File: src/rtl/sercfg_pkg.sv
package sercfg_pkg;
    localparam int REC_DATA_W = 28;
    localparam int REC_PAR_W  = 4;
    localparam int REC_W      = REC_DATA_W + REC_PAR_W;
    localparam int REC_NIBS   = REC_DATA_W / REC_PAR_W;

    typedef enum logic [1:0] {
        ST_IDLE,
        ST_CMD,
        ST_IDX,
        ST_SEND
    } link_state_t;

    // XOR of all data nibbles; stored in the top nibble of a record.
    function automatic logic [REC_PAR_W-1:0] nib_parity(input logic [REC_DATA_W-1:0] d);
        logic [REC_PAR_W-1:0] acc;
        acc = '0;
        for (int n = 0; n < REC_NIBS; n++) begin
            acc = acc ^ d[n*REC_PAR_W +: REC_PAR_W];
        end
        return acc;
    endfunction
endpackage

File: src/rtl/sercfg_sync.sv
module sercfg_sync #(
    parameter int   WIDTH  = 3,
    parameter int   STAGES = 2,
    parameter logic [WIDTH-1:0] INIT = '0
) (
    input  logic             clk,
    input  logic             rst_n,
    input  logic [WIDTH-1:0] din,
    output logic [WIDTH-1:0] lvl,
    output logic [WIDTH-1:0] lvl_prev
);
    logic [WIDTH-1:0] pipe [STAGES];

    generate
        for (genvar s = 0; s < STAGES; s++) begin : g_stage
            if (s == 0) begin : g_first
                always_ff @(posedge clk or negedge rst_n) begin
                    if (!rst_n) pipe[s] <= INIT;
                    else        pipe[s] <= din;
                end
            end else begin : g_next
                always_ff @(posedge clk or negedge rst_n) begin
                    if (!rst_n) pipe[s] <= INIT;
                    else        pipe[s] <= pipe[s-1];
                end
            end
        end
    endgenerate

    always_ff @(posedge clk or negedge rst_n) begin
        if (!rst_n) lvl_prev <= INIT;
        else        lvl_prev <= pipe[STAGES-1];
    end

    assign lvl = pipe[STAGES-1];
endmodule

File: src/rtl/sercfg_cfg_bank.sv
module sercfg_cfg_bank #(
    parameter int CFG_BITS = 112,
    parameter int ADDR_W   = 7,
    parameter int WE_ADDR  = 109
) (
    input  logic                clk,
    input  logic                rst_n,
    input  logic                commit,
    input  logic [ADDR_W-1:0]   commit_addr,
    input  logic                commit_val,
    output logic [CFG_BITS-1:0] bits,
    output logic                perm_req,
    output logic [ADDR_W-1:0]   perm_addr,
    output logic                perm_val
);
    localparam logic [ADDR_W:0] LIMIT = (ADDR_W+1)'(CFG_BITS);

    logic in_range;
    assign in_range = {1'b0, commit_addr} < LIMIT;

    generate
        for (genvar i = 0; i < CFG_BITS; i++) begin : g_latch
            always_ff @(posedge clk or negedge rst_n) begin
                if (!rst_n) begin
                    bits[i] <= 1'b0;
                end else if (commit && commit_addr == ADDR_W'(i)) begin
                    bits[i] <= commit_val;
                end
            end
        end
    endgenerate

    always_ff @(posedge clk or negedge rst_n) begin
        if (!rst_n) begin
            perm_req  <= 1'b0;
            perm_addr <= '0;
            perm_val  <= 1'b0;
        end else begin
            perm_req <= commit && in_range && bits[WE_ADDR];
            if (commit) begin
                perm_addr <= commit_addr;
                perm_val  <= commit_val;
            end
        end
    end
endmodule

File: src/rtl/sercfg_rec_store.sv
module sercfg_rec_store
    import sercfg_pkg::*;
#(
    parameter int REC_COUNT = 28,
    parameter int WSEL_W    = 5,
    parameter int RSEL_W    = 8
) (
    input  logic                  clk,
    input  logic                  rst_n,
    input  logic                  wr_en,
    input  logic [WSEL_W-1:0]     wr_sel,
    input  logic [REC_DATA_W-1:0] wr_data,
    input  logic [RSEL_W-1:0]     rd_sel,
    output logic [REC_W-1:0]      rd_data
);
    logic [REC_W-1:0] mem [REC_COUNT];

    generate
        for (genvar e = 0; e < REC_COUNT; e++) begin : g_entry
            always_ff @(posedge clk or negedge rst_n) begin
                if (!rst_n) begin
                    mem[e] <= '0;
                end else if (wr_en && wr_sel == WSEL_W'(e)) begin
                    mem[e] <= {nib_parity(wr_data), wr_data};
                end
            end
        end
    endgenerate

    always_comb begin
        rd_data = '0;
        for (int e = 0; e < REC_COUNT; e++) begin
            if (rd_sel == RSEL_W'(e)) rd_data = mem[e];
        end
    end
endmodule

File: src/rtl/sercfg_link.sv
module sercfg_link
    import sercfg_pkg::*;
#(
    parameter int CFG_BITS    = 112,
    parameter int ADDR_W      = 7,
    parameter int WE_ADDR     = 109,
    parameter int REC_COUNT   = 28,
    parameter int WSEL_W      = 5,
    parameter int MIN_PERIOD  = 2000,
    parameter int SYNC_STAGES = 2
) (
    input  logic                  clk,
    input  logic                  rst_n,
    input  logic                  cs_n,
    input  logic                  sclk,
    input  logic                  sdat_i,
    output logic                  sdat_o,
    output logic                  sdat_oe,
    output logic [CFG_BITS-1:0]   cfg_bits,
    output logic                  perm_req,
    output logic [ADDR_W-1:0]     perm_addr,
    output logic                  perm_val,
    input  logic                  rec_wr_en,
    input  logic [WSEL_W-1:0]     rec_wr_sel,
    input  logic [REC_DATA_W-1:0] rec_wr_data
);
    localparam int FRAME_W  = ADDR_W + 1;
    localparam int CNT_W    = $clog2(FRAME_W + 2);
    localparam int GAP_W    = $clog2(MIN_PERIOD + 1);
    localparam int BYTES    = REC_W / 8;
    localparam logic [CNT_W-1:0] CNT_FULL = CNT_W'(FRAME_W);
    localparam logic [CNT_W-1:0] CNT_SAT  = CNT_W'(FRAME_W + 1);
    localparam logic [GAP_W-1:0] GAP_MIN  = GAP_W'(MIN_PERIOD - 1);
    localparam logic [GAP_W-1:0] GAP_TOP  = GAP_W'(MIN_PERIOD);

    // ---------------- pin synchronisation ----------------
    logic [2:0] pin_lvl, pin_prev;

    sercfg_sync #(
        .WIDTH (3),
        .STAGES(SYNC_STAGES),
        .INIT  (3'b100)
    ) u_sync (
        .clk     (clk),
        .rst_n   (rst_n),
        .din     ({cs_n, sclk, sdat_i}),
        .lvl     (pin_lvl),
        .lvl_prev(pin_prev)
    );

    logic cs_lvl, cs_rise, cs_fall, sclk_lvl, sclk_rise, data_bit;
    assign cs_lvl    = pin_lvl[2];
    assign cs_rise   = pin_lvl[2] & ~pin_prev[2];
    assign cs_fall   = ~pin_lvl[2] & pin_prev[2];
    assign sclk_lvl  = pin_lvl[1];
    assign sclk_rise = pin_lvl[1] & ~pin_prev[1];
    assign data_bit  = pin_prev[0];

    // ---------------- state machine ----------------
    link_state_t state_q, state_d;

    logic [CNT_W-1:0]   bit_cnt;
    logic [FRAME_W-1:0] shift_in;
    logic [GAP_W-1:0]   gap_cnt;
    logic               seen_rise;
    logic               too_fast;
    logic [REC_W-1:0]   out_sr;
    logic               oe_q;

    logic               last_idx_bit;
    assign last_idx_bit = sclk_rise && (bit_cnt == CNT_FULL - 1'b1);

    always_ff @(posedge clk or negedge rst_n) begin
        if (!rst_n) state_q <= ST_IDLE;
        else        state_q <= state_d;
    end

    always_comb begin
        state_d = state_q;
        unique case (state_q)
            ST_IDLE: if (cs_fall) state_d = sclk_lvl ? ST_IDX : ST_CMD;
            ST_CMD:  if (cs_rise) state_d = ST_IDLE;
            ST_IDX: begin
                if (cs_rise)           state_d = ST_IDLE;
                else if (last_idx_bit) state_d = ST_SEND;
            end
            ST_SEND: if (cs_rise) state_d = ST_IDLE;
            default: state_d = ST_IDLE;
        endcase
    end

    // ---------------- command commit ----------------
    logic              commit;
    logic [ADDR_W-1:0] commit_addr;
    logic              commit_val;

    assign commit      = (state_q == ST_CMD) && cs_rise && (bit_cnt == CNT_FULL) && !too_fast;
    assign commit_addr = shift_in[ADDR_W-1:0];
    assign commit_val  = shift_in[FRAME_W-1];

    // ---------------- record fetch ----------------
    logic [FRAME_W-1:0] rd_sel;
    logic [REC_W-1:0]   rec_rd_data;
    logic [REC_W-1:0]   send_word;

    assign rd_sel = {shift_in[FRAME_W-2:0], data_bit};

    always_comb begin
        for (int b = 0; b < BYTES; b++) begin
            send_word[REC_W-1-8*b -: 8] = rec_rd_data[8*b +: 8];
        end
    end

    // ---------------- datapath / outputs ----------------
    always_ff @(posedge clk or negedge rst_n) begin
        if (!rst_n) begin
            bit_cnt   <= '0;
            shift_in  <= '0;
            gap_cnt   <= '0;
            seen_rise <= 1'b0;
            too_fast  <= 1'b0;
            out_sr    <= '0;
            oe_q      <= 1'b0;
        end else begin
            if (sclk_rise)              gap_cnt <= '0;
            else if (gap_cnt != GAP_TOP) gap_cnt <= gap_cnt + 1'b1;

            unique case (state_q)
                ST_IDLE: begin
                    oe_q <= 1'b0;
                    if (cs_fall) begin
                        bit_cnt   <= '0;
                        seen_rise <= 1'b0;
                        too_fast  <= 1'b0;
                    end
                end
                ST_CMD: begin
                    if (sclk_rise && !cs_rise) begin
                        shift_in  <= {shift_in[FRAME_W-2:0], data_bit};
                        seen_rise <= 1'b1;
                        if (bit_cnt != CNT_SAT) bit_cnt <= bit_cnt + 1'b1;
                        if (seen_rise && gap_cnt < GAP_MIN) too_fast <= 1'b1;
                    end
                end
                ST_IDX: begin
                    if (sclk_rise && !cs_rise) begin
                        shift_in <= rd_sel;
                        bit_cnt  <= bit_cnt + 1'b1;
                        if (last_idx_bit) begin
                            out_sr <= send_word;
                            oe_q   <= 1'b1;
                        end
                    end
                end
                ST_SEND: begin
                    if (cs_rise)        oe_q   <= 1'b0;
                    else if (sclk_rise) out_sr <= {out_sr[REC_W-2:0], 1'b0};
                end
                default: oe_q <= 1'b0;
            endcase
        end
    end

    assign sdat_oe = oe_q;
    assign sdat_o  = oe_q & out_sr[REC_W-1];

    // ---------------- sub-blocks ----------------
    sercfg_cfg_bank #(
        .CFG_BITS(CFG_BITS),
        .ADDR_W  (ADDR_W),
        .WE_ADDR (WE_ADDR)
    ) u_bank (
        .clk        (clk),
        .rst_n      (rst_n),
        .commit     (commit),
        .commit_addr(commit_addr),
        .commit_val (commit_val),
        .bits       (cfg_bits),
        .perm_req   (perm_req),
        .perm_addr  (perm_addr),
        .perm_val   (perm_val)
    );

    sercfg_rec_store #(
        .REC_COUNT(REC_COUNT),
        .WSEL_W   (WSEL_W),
        .RSEL_W   (FRAME_W)
    ) u_store (
        .clk    (clk),
        .rst_n  (rst_n),
        .wr_en  (rec_wr_en),
        .wr_sel (rec_wr_sel),
        .wr_data(rec_wr_data),
        .rd_sel (rd_sel),
        .rd_data(rec_rd_data)
    );
endmodule

File: config.mk
export PLATFORM = sky130hd
export DESIGN_NAME = sercfg_link
export DESIGN_NICKNAME = d
export VERILOG_FILES = /design/src/rtl/sercfg_pkg.sv /design/src/rtl/sercfg_sync.sv /design/src/rtl/sercfg_cfg_bank.sv /design/src/rtl/sercfg_rec_store.sv /design/src/rtl/sercfg_link.sv
export SDC_FILE = /design/constraint.sdc
export NUM_CORES = 2
export LEC_CHECK = 0
export BUFFER_PORTS_ARGS = -buffer_cell sky130_fd_sc_hd__buf_2
export CAP_MARGIN = 20
export CORE_MARGIN = 3
export CORE_UTILIZATION = 35
export CTS_CLUSTER_DIAMETER = 150
export DETAILED_ROUTE_END_ITERATION = 12
export PLACE_DENSITY = 0.56
export REMOVE_ABC_BUFFERS = 1
export SKIP_LAST_GASP = 1
export SYNTH_ARGS = -nofsm -noshare
export SYNTH_HDL_FRONTEND = slang
export SYNTH_SLANG_ARGS = --single-unit
File: constraint.sdc
create_clock -name clk -period 4.25 [get_ports clk]
set_input_delay 0.2125 -clock clk [delete_from_list [all_inputs] [get_ports clk]]
set_output_delay 0.2125 -clock clk [all_outputs]
set_load 0.1 [all_outputs]
# --- Word level (Yosys, flattened, before mapping) ---
# Index checks and enable logic that the tools add are counted.
totals:
  register_bits: 1086
  inputBits: 39
  word_cells: 578
op_classes:
  add_sub_neg: 2
  magnitude_cmp: 2
  n_eq_ne: 183
  n_mux: 56
  bitwise_logic: 13
  n_reduce_logical: 168
ops:
  columns: ["operator", "count"]
  rows:
  - ["2-to-1 mux 32 bit", 32]
  - ["== test 7 bit, second input constant", 48]
  - ["== test 7 x 6 -> 1 bit, second input constant", 32]
  - ["logical AND 1 bit", 148]
  - ["== test 7 x 5 -> 1 bit, second input constant", 16]
  - ["== test 8 x 5 -> 1 bit, second input constant", 12]
  - ["== test 8 x 4 -> 1 bit, second input constant", 8]
  - ["case mux 32 bit (2 select lines)", 1]
  - ["== test 5 bit, second input constant", 12]
  - ["== test 7 x 4 -> 1 bit, second input constant", 8]
  - ["== test 5 x 4 -> 1 bit, second input constant", 8]
  - ["== test 8 x 3 -> 1 bit, second input constant", 4]
  - ["== test 7 x 3 -> 1 bit, second input constant", 4]
  - ["bitwise XOR 4 bit", 6]
  - ["2-to-1 mux 11 bit", 2]
  - ["== test 5 x 3 -> 1 bit, second input constant", 4]
  - ["== test 8 x 2 -> 1 bit, second input constant", 2]
  - ["2-to-1 mux 4 bit", 4]
  - ["== test 7 x 2 -> 1 bit, second input constant", 2]
  - ["inequality test 2 bit, second input constant", 6]
  - ["case mux 4 bit (3 select lines)", 1]
  - ["adder 11 x 1 -> 11 bit, second input constant", 1]
  - ["less-than comparator 11 bit, second input constant", 1]
  - ["inequality test 11 bit, second input constant", 1]
  - ["other kinds (32)", 61]

# --- Longest topological paths before layout ---
logic_depth:
  word_depth: 32
  ltp_mapped: 12

# --- Hierarchy ---
# Synthesis repeated with hierarchy kept, for this count alone.
unflattened:
  hier_cells: 4951
  hier_area_um2: 51918.5
by_module_without_submodules:
  columns: ["module", "n_inst", "cells_each", "area_each_um2", "seq_area_each_um2"]
  rows:
  - ["sercfg_rec_store", 1, 4240, 42712.2, 22421.5]
  - ["sercfg_cfg_bank", 1, 443, 5599.1, 3027.9]
  - ["sercfg_link", 1, 256, 3355.7, 1501.4]
  - ["sercfg_sync", 1, 12, 251.5, 229.0]

# --- Worst setup path after synthesis ---
# No wires, ideal clock.
synth_path:
  kind: "register to register"
  startpoint: "register shift_in[6]"
  endpoint: "register out_sr[25]"
  arrival_time_ps: 2287
  t_required_ps: 4121
  path_slack_ps: 1833
  path_stages_with_launch: 12
  synth_period_minus_slack_ps: 2417
  cell_sequence: "dfrtp_1 buf_4 or4b_1 buf_4 nor2_8 buf_6 nand2_2 a222oi_1 a21oi_1 a211o_1 a21oi_1 o31ai_1"
synth_via:
  elab_chain_cells: 32
synth_lines:
  columns: ["item", "line", "source"]
  rows:
  - ["start, declared", "sercfg_link.sv:63", "logic [FRAME_W-1:0] shift_in;"]
  - ["start signal, assigned", "sercfg_link.sv:139", "shift_in <= {shift_in[FRAME_W-2:0], data_bit};"]
  - ["start signal, assigned", "sercfg_link.sv:147", "shift_in <= rd_sel;"]
  - ["zero test 8 bit", "sercfg_rec_store.sv:33", "if (rd_sel == RSEL_W'(e)) rd_data = mem[e];"]
  - ["2-to-1 mux 32 bit (27 in series)", "sercfg_rec_store.sv:33", null]
  - ["2-to-1 mux 32 bit *", "sercfg_rec_store.sv:33", null]
  - ["2-to-1 mux 32 bit *", "sercfg_link.sv:149", "if (last_idx_bit) begin"]
  - ["2-to-1 mux 32 bit *", "sercfg_link.sv:146", "if (sclk_rise && !cs_rise) begin"]
  - ["case mux 32 bit (2 select lines) *", "sercfg_link.sv:128", "unique case (state_q)"]
  - ["end signal, assigned", "sercfg_link.sv:150", "out_sr <= send_word;"]
  - ["end signal, assigned", "sercfg_link.sv:157", "else if (sclk_rise) out_sr <= {out_sr[REC_W-2:0], 1'b0};"]
  - ["end, declared", "sercfg_link.sv:67", "logic [REC_W-1:0] out_sr;"]
# Every way passes the cells marked *; elsewhere a longest branch is shown, timed or not. The select of a mux whose other input is x is not followed.
# A chain may end at the register's enable or synchronous reset.

# --- Final worst setup path ---
layout_path:
  startpoint: "register shift_in[5]"
  endpoint: "register out_sr[26]"
# The elaborated chain is that of the path after synthesis.

==> qor.yml <==
outcome: "finished clean"
cts_root_buf: "clkbuf_16"
r2r_slack_ns: 0.34
yosysSeqAreaShare_pct: 53.6
hold_violations: 0
antenna_found_initial: 1
drv_slew: 0
netlist_area_um2: 50700
synth.distinct_cells: 81
avgViaCountPerCell: 5.74
worstHoldStart: "rec_wr_data[21]"
fin_setup_tns_ns: 0
max-cap-violations: 0
leakage_nw: 27.7
fmaxAchievable_mhz: 256
power_mw: 34.1
worstSkewPairLatency_ns: 0.76
die_x_um: 387
cts_buffers: 118
cts.reportedPaths.clkPinSlew_ns: 0.07
drtIter0Drc: 4545
clk_path_buf_depth: 3
grt_util_all_layers_pct: 24.4
grt_pass1_wl_mm: 277
p_per_area_nw_per_um2: 584
rr_startpoint: "shift_in[5]"
hold_class: "in2reg"
die_area_um2: 149000
ys_seq_elements: 1086
row_count: 139
gp_congestion: 0.946
io_pins: 162
rr_worst_depth: 9
grt_pass1_vias: 40182
crit_type: "reg2reg"
drive_above_1_share_pct: 23.5
wire_per_inst_um: 26.1
timing.final.crit_period_ns: 3.91
async_flop_share_pct: 100
die_height_um: 387
portBuffers: 161
routed_wl_mm: 186
layout_common_cells: "nand2_1, dfrtp_1, mux2_2"
area_growth_pct: 15.3
peakVddDrop_v: 0.000402
place_hpwl_mm: 119
maxSlewHeadroom_pct: 22.1
rr_endpoint: "out_sr[26]"
initial_utilization_pct: 35.3
post-route-util_pct: 40.7
layout_commonest_cell: "nand2_1"
startpoint_type: "flop"
nNetsFinal: 5176
place_area_um2: 54100
dr_total_vias: 40957
hold_depth: 4
stdcell_area_um2: 58400
first_pass_iters: 7
core_um2: 144000
setup_viol: 0
worstPathMaxFanout: 23
seq_area_um2: 27200
tightest_slew_ns: 1.16
cts_tree: "yes"
ys.flop_type: "dfrtp_1"
grt_max_degree: 99
min_to: "u_store.mem[181]"
grt_overflow: 0
finalCritPeriodShare_pct: 92.1
fin_skew_ns: 0.0372
multi_input_area_um2: 21900
rsz0062_at_grt: "false"
fill_cells: 14036
syn_inst: 5044
critPathCaptureType: "flop"
synth_area_per_cell_um2: 10.1
synth_edf_count: 0
ant_nets: 0
cts_sinks: 1086
synth_warnings: 0
worstPathArrival_ns: 4.52
route.detailed.drc: 0
startpoint: "shift_in[5]"
h-tree-depth: 3
required_ns: 4.86
-- synthesized netlist by cell type, types with 23 or more instances --
library cell | count | area share (%)
a221oi_1 | 28 | 0.48
o221ai_1 | 36 | 0.62
buf_1 | 27 | 0.20
nor2_1 | 210 | 1.6
dfrtp_1 | 1083 | 53
buf_2 | 79 | 0.78
o21ai_0 | 292 | 2.9
nand2_1 | 1487 | 11
o22ai_1 | 68 | 0.84
a21oi_1 | 186 | 1.8
o211ai_1 | 28 | 0.41
xnor2_1 | 25 | 0.43
mux2i_1 | 69 | 1.4
clkbuf_1 | 291 | 2.2
mux4_2 | 33 | 1.5
a22oi_1 | 42 | 0.62
nor2b_1 | 28 | 0.35
nor3_1 | 34 | 0.34
inv_1 | 23 | 0.17
nand3_1 | 53 | 0.52
mux2_2 | 573 | 13
-- report_power, final --
part | switching (mW) | internal (mW)
clock | 4.43 | 6.54
combinational | 6.33 | 3.32
sequential | 1.26 | 12.2
total | 12.0 | 22.1
-- per-layer routing --
metal	wire length, um	GRT usage [%]	vias to the layer above	share of wire, %
li1	-	-	17554	-
met1	80500	34.3	21029	43
met2	82900	37.3	1981	44
met3	16000	4.86	393	8.6
met4	7010	8.82	0	3.8
met5	0	0	-	0
-- timing repair --
| action | CTS | global route |
|---|---|---|
| resized for setup | 0 | 0 |
| buffers inserted | 0 | 0 |
| hold endpoints to repair | 127 | 1 |
| hold buffers | 18 | 1 |
-- worst max-delay path by stage --
| stage | end | slack, ns |
|---|---|---|
| floorplan | out_sr[30] | -6.32 |
| global placement | out_sr[26] | 0.42 |
| detailed placement | out_sr[26] | 0.41 |
| CTS | out_sr[26] | 0.39 |
| global route | out_sr[4] | 0.28 |
| finish | out_sr[26] | 0.34 |
-- critical path: stages, from the launching register on --
cell       delay, ns
dfrtp_1         0.41
buf_4           0.21
or4b_1          0.93
nor2_8          0.56
nand2_1         0.47
o22a_1          0.37
o2111ai_1       0.11
a21oi_1         0.09
o21ai_0         0.48
a21oi_1         0.14
-- metrics by stage --
stage | worst slack, ns | cells | hold slack [ns]
after floorplan | -6.32 | 4633 | -0.0831
after global placement | 0.419 | 6888 | 0.324
after detailed placement | 0.411 | 6888 | 0.319
after CTS | 0.391 | 7126 | 0.00492
after global routing | 0.281 | 7130 | 0.0398
final | 0.336 | 7131 | 0.0320
-- logic make-up (layout without fill, tap and decap cells) --
| group | Yosys count | after routing | synth area share [%] |
|---|---|---|---|
| buf+inv | 435 | 618 | 3.53 |
| mux | 675 | 675 | 15.6 |
| simple gates | 1920 | 1920 | 15.4 |
| xor+xnor | 32 | 32 | 0.553 |
| flops | 1086 | 1086 | 53.6 |
| other cells | 0 | 1 | 0 |
| fa+ha+maj | 10 | 10 | 0.247 |
| compound gates | 886 | 886 | 11.1 |
-- final cells by class --
type | count | area share, %
clock inverter | 34 | 0.861
inverter | 24 | 0.158
clock buffer | 186 | 6.20
antenna | 1 | 0.00428
sequential | 1086 | 46.5
timing repair buffer | 374 | 4.66
multi-input combinational | 3523 | 37.5
tap | 1903 | 4.07
-- sequential cells by signal, summed over array words and instances (netlist names), 2 cells and up --
register and flops:
shift_in 8, u_sync.pipe 3, gap_cnt 11, u_bank.bits 112, u_bank.perm_addr 7, u_store.mem 896, out_sr 32, u_sync.lvl_prev 3
bit_cnt 4, state_q 2, u_sync.lvl 3
(Power assumes the default switching activity.)
